File: src/rtl/spi_regport_pkg.sv
package spi_regport_pkg;

    localparam int BYTE_W = 8;
    localparam int ADDR_W = 5;
    localparam int CNT_W  = $clog2(BYTE_W);

    typedef enum logic {
        PH_CMD  = 1'b0,
        PH_DATA = 1'b1
    } phase_e;

    typedef struct packed {
        logic [ADDR_W-1:0] regnum;
        logic              is_write;
    } cmd_t;

    // Register number sits in the top bits, direction in bit 1.
    function automatic cmd_t decode_cmd(input logic [BYTE_W-1:0] b);
        cmd_t c;
        c.regnum   = b[BYTE_W-1 -: ADDR_W];
        c.is_write = b[1];
        return c;
    endfunction

endpackage

File: src/rtl/spi_sync.sv
module spi_sync #(
    parameter int               WIDTH   = 1,
    parameter int               STAGES  = 2,
    parameter logic [WIDTH-1:0] RST_VAL = '0
) (
    input  logic             clk,
    input  logic             rst,
    input  logic [WIDTH-1:0] din,
    output logic [WIDTH-1:0] dout
);
    logic [WIDTH-1:0] stage_q [STAGES];

    generate
        for (genvar g = 0; g < STAGES; g++) begin : g_stage
            if (g == 0) begin : g_first
                always_ff @(posedge clk) begin
                    if (rst) stage_q[0] <= RST_VAL;
                    else     stage_q[0] <= din;
                end
            end else begin : g_next
                always_ff @(posedge clk) begin
                    if (rst) stage_q[g] <= RST_VAL;
                    else     stage_q[g] <= stage_q[g-1];
                end
            end
        end
    endgenerate

    assign dout = stage_q[STAGES-1];
endmodule

File: src/rtl/spi_bit_engine.sv
module spi_bit_engine
    import spi_regport_pkg::*;
(
    input  logic              clk,
    input  logic              rst,
    input  logic              sck_s,
    input  logic              cs_n_s,
    input  logic              mosi_s,
    output logic              cs_act,
    output logic [CNT_W-1:0]  bit_idx,
    output logic              byte_done,
    output logic [BYTE_W-1:0] rx_byte
);
    localparam logic [CNT_W-1:0] LAST_BIT = CNT_W'(BYTE_W - 1);

    logic              sck_d;
    logic [BYTE_W-1:0] shreg;
    logic              rise;

    assign cs_act = ~cs_n_s;
    assign rise   = sck_s & ~sck_d & ~cs_n_s;

    always_ff @(posedge clk) begin
        if (rst) begin
            sck_d     <= 1'b0;
            bit_idx   <= '0;
            shreg     <= '0;
            byte_done <= 1'b0;
            rx_byte   <= '0;
        end else begin
            sck_d     <= sck_s;
            byte_done <= 1'b0;
            if (cs_n_s) begin
                bit_idx <= '0;
                shreg   <= '0;
            end else if (rise) begin
                shreg   <= {shreg[BYTE_W-2:0], mosi_s};
                bit_idx <= bit_idx + 1'b1;
                if (bit_idx == LAST_BIT) begin
                    byte_done <= 1'b1;
                    rx_byte   <= {shreg[BYTE_W-2:0], mosi_s};
                end
            end
        end
    end
endmodule

File: src/rtl/spi_txn_ctl.sv
module spi_txn_ctl
    import spi_regport_pkg::*;
(
    input  logic              clk,
    input  logic              rst,
    input  logic              cs_act,
    input  logic              byte_done,
    input  logic [BYTE_W-1:0] rx_byte,
    input  logic [CNT_W-1:0]  bit_idx,
    input  logic [BYTE_W-1:0] status,
    input  logic [BYTE_W-1:0] rd_data,
    input  logic              full_dup,
    output logic [ADDR_W-1:0] reg_addr,
    output logic              wr_en,
    output logic [BYTE_W-1:0] wr_data,
    output logic              rd_en,
    output logic              line_bit,
    output logic              miso_oe,
    output logic              mosi_oe,
    output logic              data_phase,
    output logic              is_wr
);
    localparam logic [CNT_W-1:0] LAST_BIT = CNT_W'(BYTE_W - 1);

    phase_e            phase;
    logic [BYTE_W-1:0] tx_byte;
    logic              load_p1, load_p2;
    cmd_t              cmd_w;

    assign cmd_w = decode_cmd(rx_byte);

    always_ff @(posedge clk) begin
        if (rst) begin
            phase    <= PH_CMD;
            reg_addr <= '0;
            is_wr    <= 1'b0;
            wr_en    <= 1'b0;
            wr_data  <= '0;
            rd_en    <= 1'b0;
            tx_byte  <= '0;
            load_p1  <= 1'b0;
            load_p2  <= 1'b0;
        end else begin
            wr_en   <= 1'b0;
            rd_en   <= 1'b0;
            load_p1 <= 1'b0;
            load_p2 <= load_p1;
            if (!cs_act) begin
                phase   <= PH_CMD;
                tx_byte <= status;
            end else if (byte_done) begin
                if (phase == PH_CMD) begin
                    reg_addr <= cmd_w.regnum;
                    is_wr    <= cmd_w.is_write;
                    phase    <= PH_DATA;
                    load_p1  <= ~cmd_w.is_write;
                end else if (is_wr) begin
                    wr_en   <= 1'b1;
                    wr_data <= rx_byte;
                end else begin
                    rd_en   <= 1'b1;
                    load_p1 <= 1'b1;
                end
            end
            if (cs_act && load_p2) tx_byte <= rd_data;
        end
    end

    assign data_phase = (phase == PH_DATA);
    assign line_bit   = tx_byte[LAST_BIT - bit_idx];
    assign miso_oe    = cs_act & (~data_phase | full_dup);
    assign mosi_oe    = cs_act & data_phase & ~is_wr & ~full_dup;
endmodule

File: src/rtl/spi_regport.sv
module spi_regport
    import spi_regport_pkg::*;
#(
    parameter int SYNC_STAGES = 2
) (
    input  logic              clk,
    input  logic              rst,
    input  logic              full_dup,
    input  logic [BYTE_W-1:0] status,
    input  logic              sck,
    input  logic              cs_n,
    input  logic              mosi_in,
    output logic              mosi_out,
    output logic              mosi_oe,
    output logic              miso_out,
    output logic              miso_oe,
    output logic [ADDR_W-1:0] reg_addr,
    output logic              wr_en,
    output logic [BYTE_W-1:0] wr_data,
    output logic              rd_en,
    input  logic [BYTE_W-1:0] rd_data
);
    logic [2:0]        pins_s;
    logic              cs_act, byte_done, line_bit, data_phase, is_wr;
    logic [CNT_W-1:0]  bit_idx;
    logic [BYTE_W-1:0] rx_byte;

    spi_sync #(
        .WIDTH  (3),
        .STAGES (SYNC_STAGES),
        .RST_VAL(3'b010)
    ) u_sync (
        .clk (clk),
        .rst (rst),
        .din ({sck, cs_n, mosi_in}),
        .dout(pins_s)
    );

    spi_bit_engine u_bits (
        .clk      (clk),
        .rst      (rst),
        .sck_s    (pins_s[2]),
        .cs_n_s   (pins_s[1]),
        .mosi_s   (pins_s[0]),
        .cs_act   (cs_act),
        .bit_idx  (bit_idx),
        .byte_done(byte_done),
        .rx_byte  (rx_byte)
    );

    spi_txn_ctl u_ctl (
        .clk       (clk),
        .rst       (rst),
        .cs_act    (cs_act),
        .byte_done (byte_done),
        .rx_byte   (rx_byte),
        .bit_idx   (bit_idx),
        .status    (status),
        .rd_data   (rd_data),
        .full_dup  (full_dup),
        .reg_addr  (reg_addr),
        .wr_en     (wr_en),
        .wr_data   (wr_data),
        .rd_en     (rd_en),
        .line_bit  (line_bit),
        .miso_oe   (miso_oe),
        .mosi_oe   (mosi_oe),
        .data_phase(data_phase),
        .is_wr     (is_wr)
    );

    assign miso_out = line_bit;
    assign mosi_out = line_bit;
endmodule

File: config.mk
export PLATFORM = sky130hd
export DESIGN_NAME = spi_regport
export DESIGN_NICKNAME = d
export VERILOG_FILES = /design/src/rtl/spi_regport_pkg.sv /design/src/rtl/spi_sync.sv /design/src/rtl/spi_bit_engine.sv /design/src/rtl/spi_txn_ctl.sv /design/src/rtl/spi_regport.sv
export SDC_FILE = /design/constraint.sdc
export NUM_CORES = 1
export LEC_CHECK = 0
export BUFFER_PORTS_ARGS = -buffer_cell sky130_fd_sc_hd__clkbuf_2
export CAP_MARGIN = 20
export CORE_AREA = 3 3 82 84
export DETAILED_ROUTE_END_ITERATION = 16
export DIE_AREA = 0 0 85 87
export GPL_TIMING_DRIVEN = 0
export PLACE_DENSITY = 0.63
export SLEW_MARGIN = 20
export SYNTH_ARGS = -nofsm -noshare
export SYNTH_HDL_FRONTEND = slang
export SYNTH_SLANG_ARGS = --single-unit
File: constraint.sdc
create_clock -name clk -period 1.7 [get_ports clk]
set_input_delay 0 -clock clk [delete_from_list [all_inputs] [get_ports clk]]
set_output_delay 0 -clock clk [all_outputs]
set_load 0.01 [all_outputs]
Word-level counts from Yosys, hierarchy flattened
Memories as Yosys holds them, arrays and structs flattened.
Cells that the tools add are included.
W data, S select, Z words.

word-level totals
  bits in registers = 47
  bits in latches = 0
  memory bits (writable) = 6
  bits in read-only memories = 0
  input port bits = 22
  output and inout port bits = 19
  word-level logic and storage cells = 58
  memories kept = 1

cells by class
  add/sub/neg operators = 2
  multipliers = 0
  div/mod/pow operators = 0
  order comparisons = 1
  equality and inequality tests = 1
  shift operators = 0
  muxes and demuxes = 13
  bitwise gates (word level) = 17
  reduce and logical (&&, ||, !) cells = 9

memory list
  name            words  bits a word  rd ports  clocked after Yosys merged registers in  write ports  RTL line        RTL
  u_sync.stage_q  2      3            2         0                                        2            spi_sync.sv:11  logic [WIDTH-1:0] stage_q [STAGES];

operators with widths
  kind                   number
  $mux W8                2
  $mux W1                8
  $not A1 Y1             8
  $and A1 B1 Y1          6
  $mux W3                2
  $reduce_and A3 Y1      2
  $reduce_or A3 Y1       2
  $lt A3 B4 Y1 const B   1
  $reduce_and A4 Y1      1
  $reduce_or A4 Y1       1
  $add A3 B1 Y3 const B  1
  $bmux W1 S3            1
  $eq A3 B3 Y1 const B   1
  $or A1 B1 Y1           3
  $sub A3 B3 Y3 const A  1
  $reduce_bool A2 Y1     1
  $reduce_or A2 Y1       1
  $logic_and A1 B1 Y1    1

Longest topological paths before layout
  word-level depth = 5
  gate-level depth with buffers = 5
  depth with buffers taken out = 4

Hierarchy
Synthesis repeated with hierarchy kept, for this count alone.

unflattened totals
  cells, all modules = 214
  area, all modules = 2,040.7 um^2

by module, submodules not included
  module          times used  cells an instance  area each (um^2)  sequential area each (um^2)
  spi_txn_ctl     1           112                1,088.5           540.5
  spi_bit_engine  1           89                 787.0             400.4
  spi_sync        1           12                 157.7             120.1
  spi_regport     1           1                  7.5               0.0

Worst setup path before layout
No wires, ideal clock.

  kind = register to output
  start point = register u_bits.bit_idx[2]
  end point = output mosi_out
  arrival time = 1.369 ns
  required time = 1.700 ns
  slack = 0.331 ns
  stages on the path, launching flop included = 4
  path buffers = 1
  cells stage by stage = dfxtp_1 > mux4_1 > mux2_2 > buf_4

on the way
  word-level cells in the longest chain between the ends = 3

ends and longest elaborated chain
  item                           RTL line              RTL
  from (decl)                    spi_bit_engine.sv:10  output logic [CNT_W-1:0] bit_idx,
  from (signal assigned)         spi_bit_engine.sv:38  bit_idx <= bit_idx + 1'b1;
  $sub A3 B3 Y3                  spi_txn_ctl.sv:70     assign line_bit = tx_byte[LAST_BIT - bit_idx];
  $bmux W1 S3                    spi_txn_ctl.sv:70
  $mux W1 (not written as such)  spi_txn_ctl.sv:70
  to (decl)                      spi_regport.sv:13     output logic mosi_out,

No other way between the ends. The select of a mux whose other input is x is not followed.

Final worst setup path
  start point = register u_bits.bit_idx[1]
  end point = output mosi_out

The elaborated chain is that of the path after synthesis.

==> impl_metrics.toml <==
[critical_path]
reg2reg_slack_ns = 0.40
worstSetupEndpointType = "output pin"
cp_data_arrival_time_ns = 1.57
cp_max_fo = 2
reg2reg_depth = 4
start_kind = "flip-flop"
worstPathRequired_ns = 1.70
critical_path_class = "reg -> out"

[global_routing]
grt_max_degree = 18
grt_pass1_wl_um = 7060
antenna_found_initial = 0
grt_usage = 0.122
grt_overflow = 0
grt_pass1_vias = 1530

[synthesis]
synth_warnings = 0
synth.cell_area_um2 = 2110
synth_edf_count = 0
ys_seq_area_frac = 0.504
ys_types = 24
syn_nets = 239
yosysTopAreaCell = "dfxtp_1"
synth.area.top_cells = "dfxtp_1, mux2i_1, nand2_1, nand2b_1, mux2_2"
avgSynthCellArea_um2 = 9.79
synthFlopType = "dfxtp_1"
netlist_instances = 215
ys_ff_latch = 53
synth_top_area_frac = 0.504
ys_async_sr_fraction = 0

[hold_path]
whs_path_depth = 4
hold_class = "in -> reg"

[placed_design]
place_ws_ns = 0.198
port_buffers = 40
place_congestion = 0.721
dp_hpwl_um = 2920

[detailed_routing]
firstDrtPassIters = 4
vias = 1592
drtIter0Drc = 50
viasPerCell = 4.54
wl_per_cell_um = 11.9
totalWireLength_um = 4180
drc = 0
antenna_left = 0

[timing]
slew_headroom = 0.606
fin_crit_ns = 1.57
max_freq_ghz = 0.636
finalHoldViolCount = 0
rsz0062_at_grt = "false"
min_period_over_period = 0.925
clock_skew_ns = 0.00647
totalNegativeSetupSlack_ns = 0
fin_ws_ns = 0.127
finalSetupViolCount = 0
worst_slew_pin_slew_ns = 0.591
drv_slew = 0

[cts]
cts.clk_slew.worst_paths_ns = 0.09
htreeDepth = 2
cts_sinks = 53
clock_latency_ns = 0.31
clockBufferDepth = 2
cts_tree = "yes"
cts_buffers = 5
cts.root.buffer_cell = "clkbuf_8"

[finish]
fin_util = 0.438
final_net_count = 299
regArea_um2 = 1070
n_antenna_cell = 0
areaGrowthSynthToFinish_pct = 24.5
drive_gt1_frac = 0.275
fillers = 604
multi_input_area_um2 = 965

[run]
max_cap_viol_count = 0

[power]
ir_worst_vdd_mv = 0.359
p_per_area_nw_per_um2 = 810
p_leak_uw = 0.00104

[floorplanning]
core-area_um2 = 5990
rows = 28
die_area_um2 = 7400
num_io_pins = 41
die_h_um = 87
chipWidth_um = 85
start_util = 0.352

[run_status]
status = "completed"
[critical path, stage by stage (launching register included)]
cell      delay [ns]
dfxtp_4         0.37
mux4_2          0.48
mux2_4          0.29
clkbuf_2        0.13
[registers in the layout, indices dropped and copies added, names as in the netlist]
name / count
u_bits.rx_byte: 8
u_ctl.tx_byte: 8
u_ctl.wr_data: 8
u_bits.shreg: 7
u_sync.stage_q: 6
u_ctl.reg_addr: 5
u_bits.bit_idx: 3
u_bits.byte_done: 1
u_bits.sck_d: 1
u_ctl.data_phase: 1
u_ctl.is_wr: 1
u_ctl.load_p1: 1
u_ctl.load_p2: 1
u_ctl.rd_en: 1
u_ctl.wr_en: 1
[final cells by class]
type | instances | area share
inverters | 1 | 0.00143
plain buffers | 13 | 0.0248
repair buffers | 54 | 0.128
well taps | 75 | 0.0358
multi-input cells | 147 | 0.368
flip-flops and latches | 53 | 0.408
clock buffers | 5 | 0.0263
clock inverters | 3 | 0.00811
[cells in the mapped netlist (2+ instances only)]
master / n
dfxtp_1: 53
nand2_1: 36
mux2i_1: 22
nor2_1: 20
a21oi_1: 18
nand2b_1: 18
mux2_2: 9
nor2b_1: 8
buf_2: 7
clkbuf_1: 5
or2_2: 3
ha_1: 2
mux4_1: 2
nand4b_1: 2
[final timing paths]
| path | start | endpoint |
|---|---|---|
| setup / recovery | u_bits.bit_idx[1] | mosi_out |
| hold reg to reg | u_sync.stage_q[0][1] | u_sync.stage_q[1][1] |
| hold / removal | rd_data[6] | u_ctl.tx_byte[6] |
| setup reg to reg | u_sync.stage_q[1][1] | u_ctl.reg_addr[4] |
[cells by family (layout without fill, tap and decap cells)]
kind of cell / Yosys count / in the layout / synth area share
AOI/OAI and AO/OA: 18 / 18 / 0.0428
and+or+nand+nor: 93 / 93 / 0.223
DFF: 53 / 53 / 0.504
xor gates and xnor gates: 1 / 1 / 0.00416
buffers and inverters: 15 / 76 / 0.0362
adders and majority gates: 2 / 2 / 0.0119
muxes: 33 / 33 / 0.178
[per-layer routing]
| layer | GRT usage | wire length, um | vias to the layer above | share of wire |
|---|---|---|---|---|
| met1 | 0.143 | 1930 | 738 | 0.46 |
| met5 | 0 | 0 | - | 0 |
| met2 | 0.209 | 2030 | 29 | 0.48 |
| li1 | - | - | 820 | - |
| met4 | 0.0561 | 56 | 0 | 0.013 |
| met3 | 0.0303 | 166 | 5 | 0.040 |
[metrics by stage]
step | instances | hold slack (ns) | power, uW | area, um^2
2_1_floorplan | 215 | 0.0507 | 1370 | 2110
3_3_place_gp | 330 | 0.184 | 1420 | 2400
3_5_place_dp | 330 | 0.184 | 1420 | 2400
4_1_cts | 351 | 0.0389 | 2150 | 2620
5_1_grt | 351 | 0.0528 | 2210 | 2620
6_report | 351 | 0.0493 | 2120 | 2620
[placed cells by master, fill, tap and decap left out, drive strengths merged]
| master | synthesis | final |
|---|---|---|
| dlygate4sd3 | 0 | 12 |
| and4b | 1 | 1 |
| nor2 | 21 | 21 |
| nor2b | 8 | 8 |
| mux2 | 9 | 9 |
| mux2i | 22 | 22 |
| mux4 | 2 | 2 |
| or2 | 3 | 3 |
| inv | 1 | 2 |
| buf | 9 | 10 |
| nor3b | 2 | 2 |
| or3b | 1 | 1 |
| clkinvlp | 0 | 1 |
| xnor2 | 1 | 1 |
| nand4b | 2 | 2 |
| nor3 | 1 | 1 |
| nand2 | 36 | 36 |
| nand2b | 18 | 18 |
| ha | 2 | 2 |
| clkinv | 0 | 1 |
| clkbuf | 5 | 50 |
| dfxtp | 53 | 53 |
| a21oi | 18 | 18 |
[what timing repair did]
| action | 4_1_cts | 5_1_grt |
|---|---|---|
| setup endpoints to repair | 2 | 0 |
| buffers inserted | 2 | 0 |
| hold buffers | 12 | 0 |
| endpoints found under the hold margin | 13 | 0 |
| resized for setup | 7 | 0 |
[power by group]
part | switching, uW | internal [uW]
Combinational | 60.2 | 78.7
Clock | 425 | 293
Sequential | 9.45 | 1260
Power figures use the tool's default switching activity.
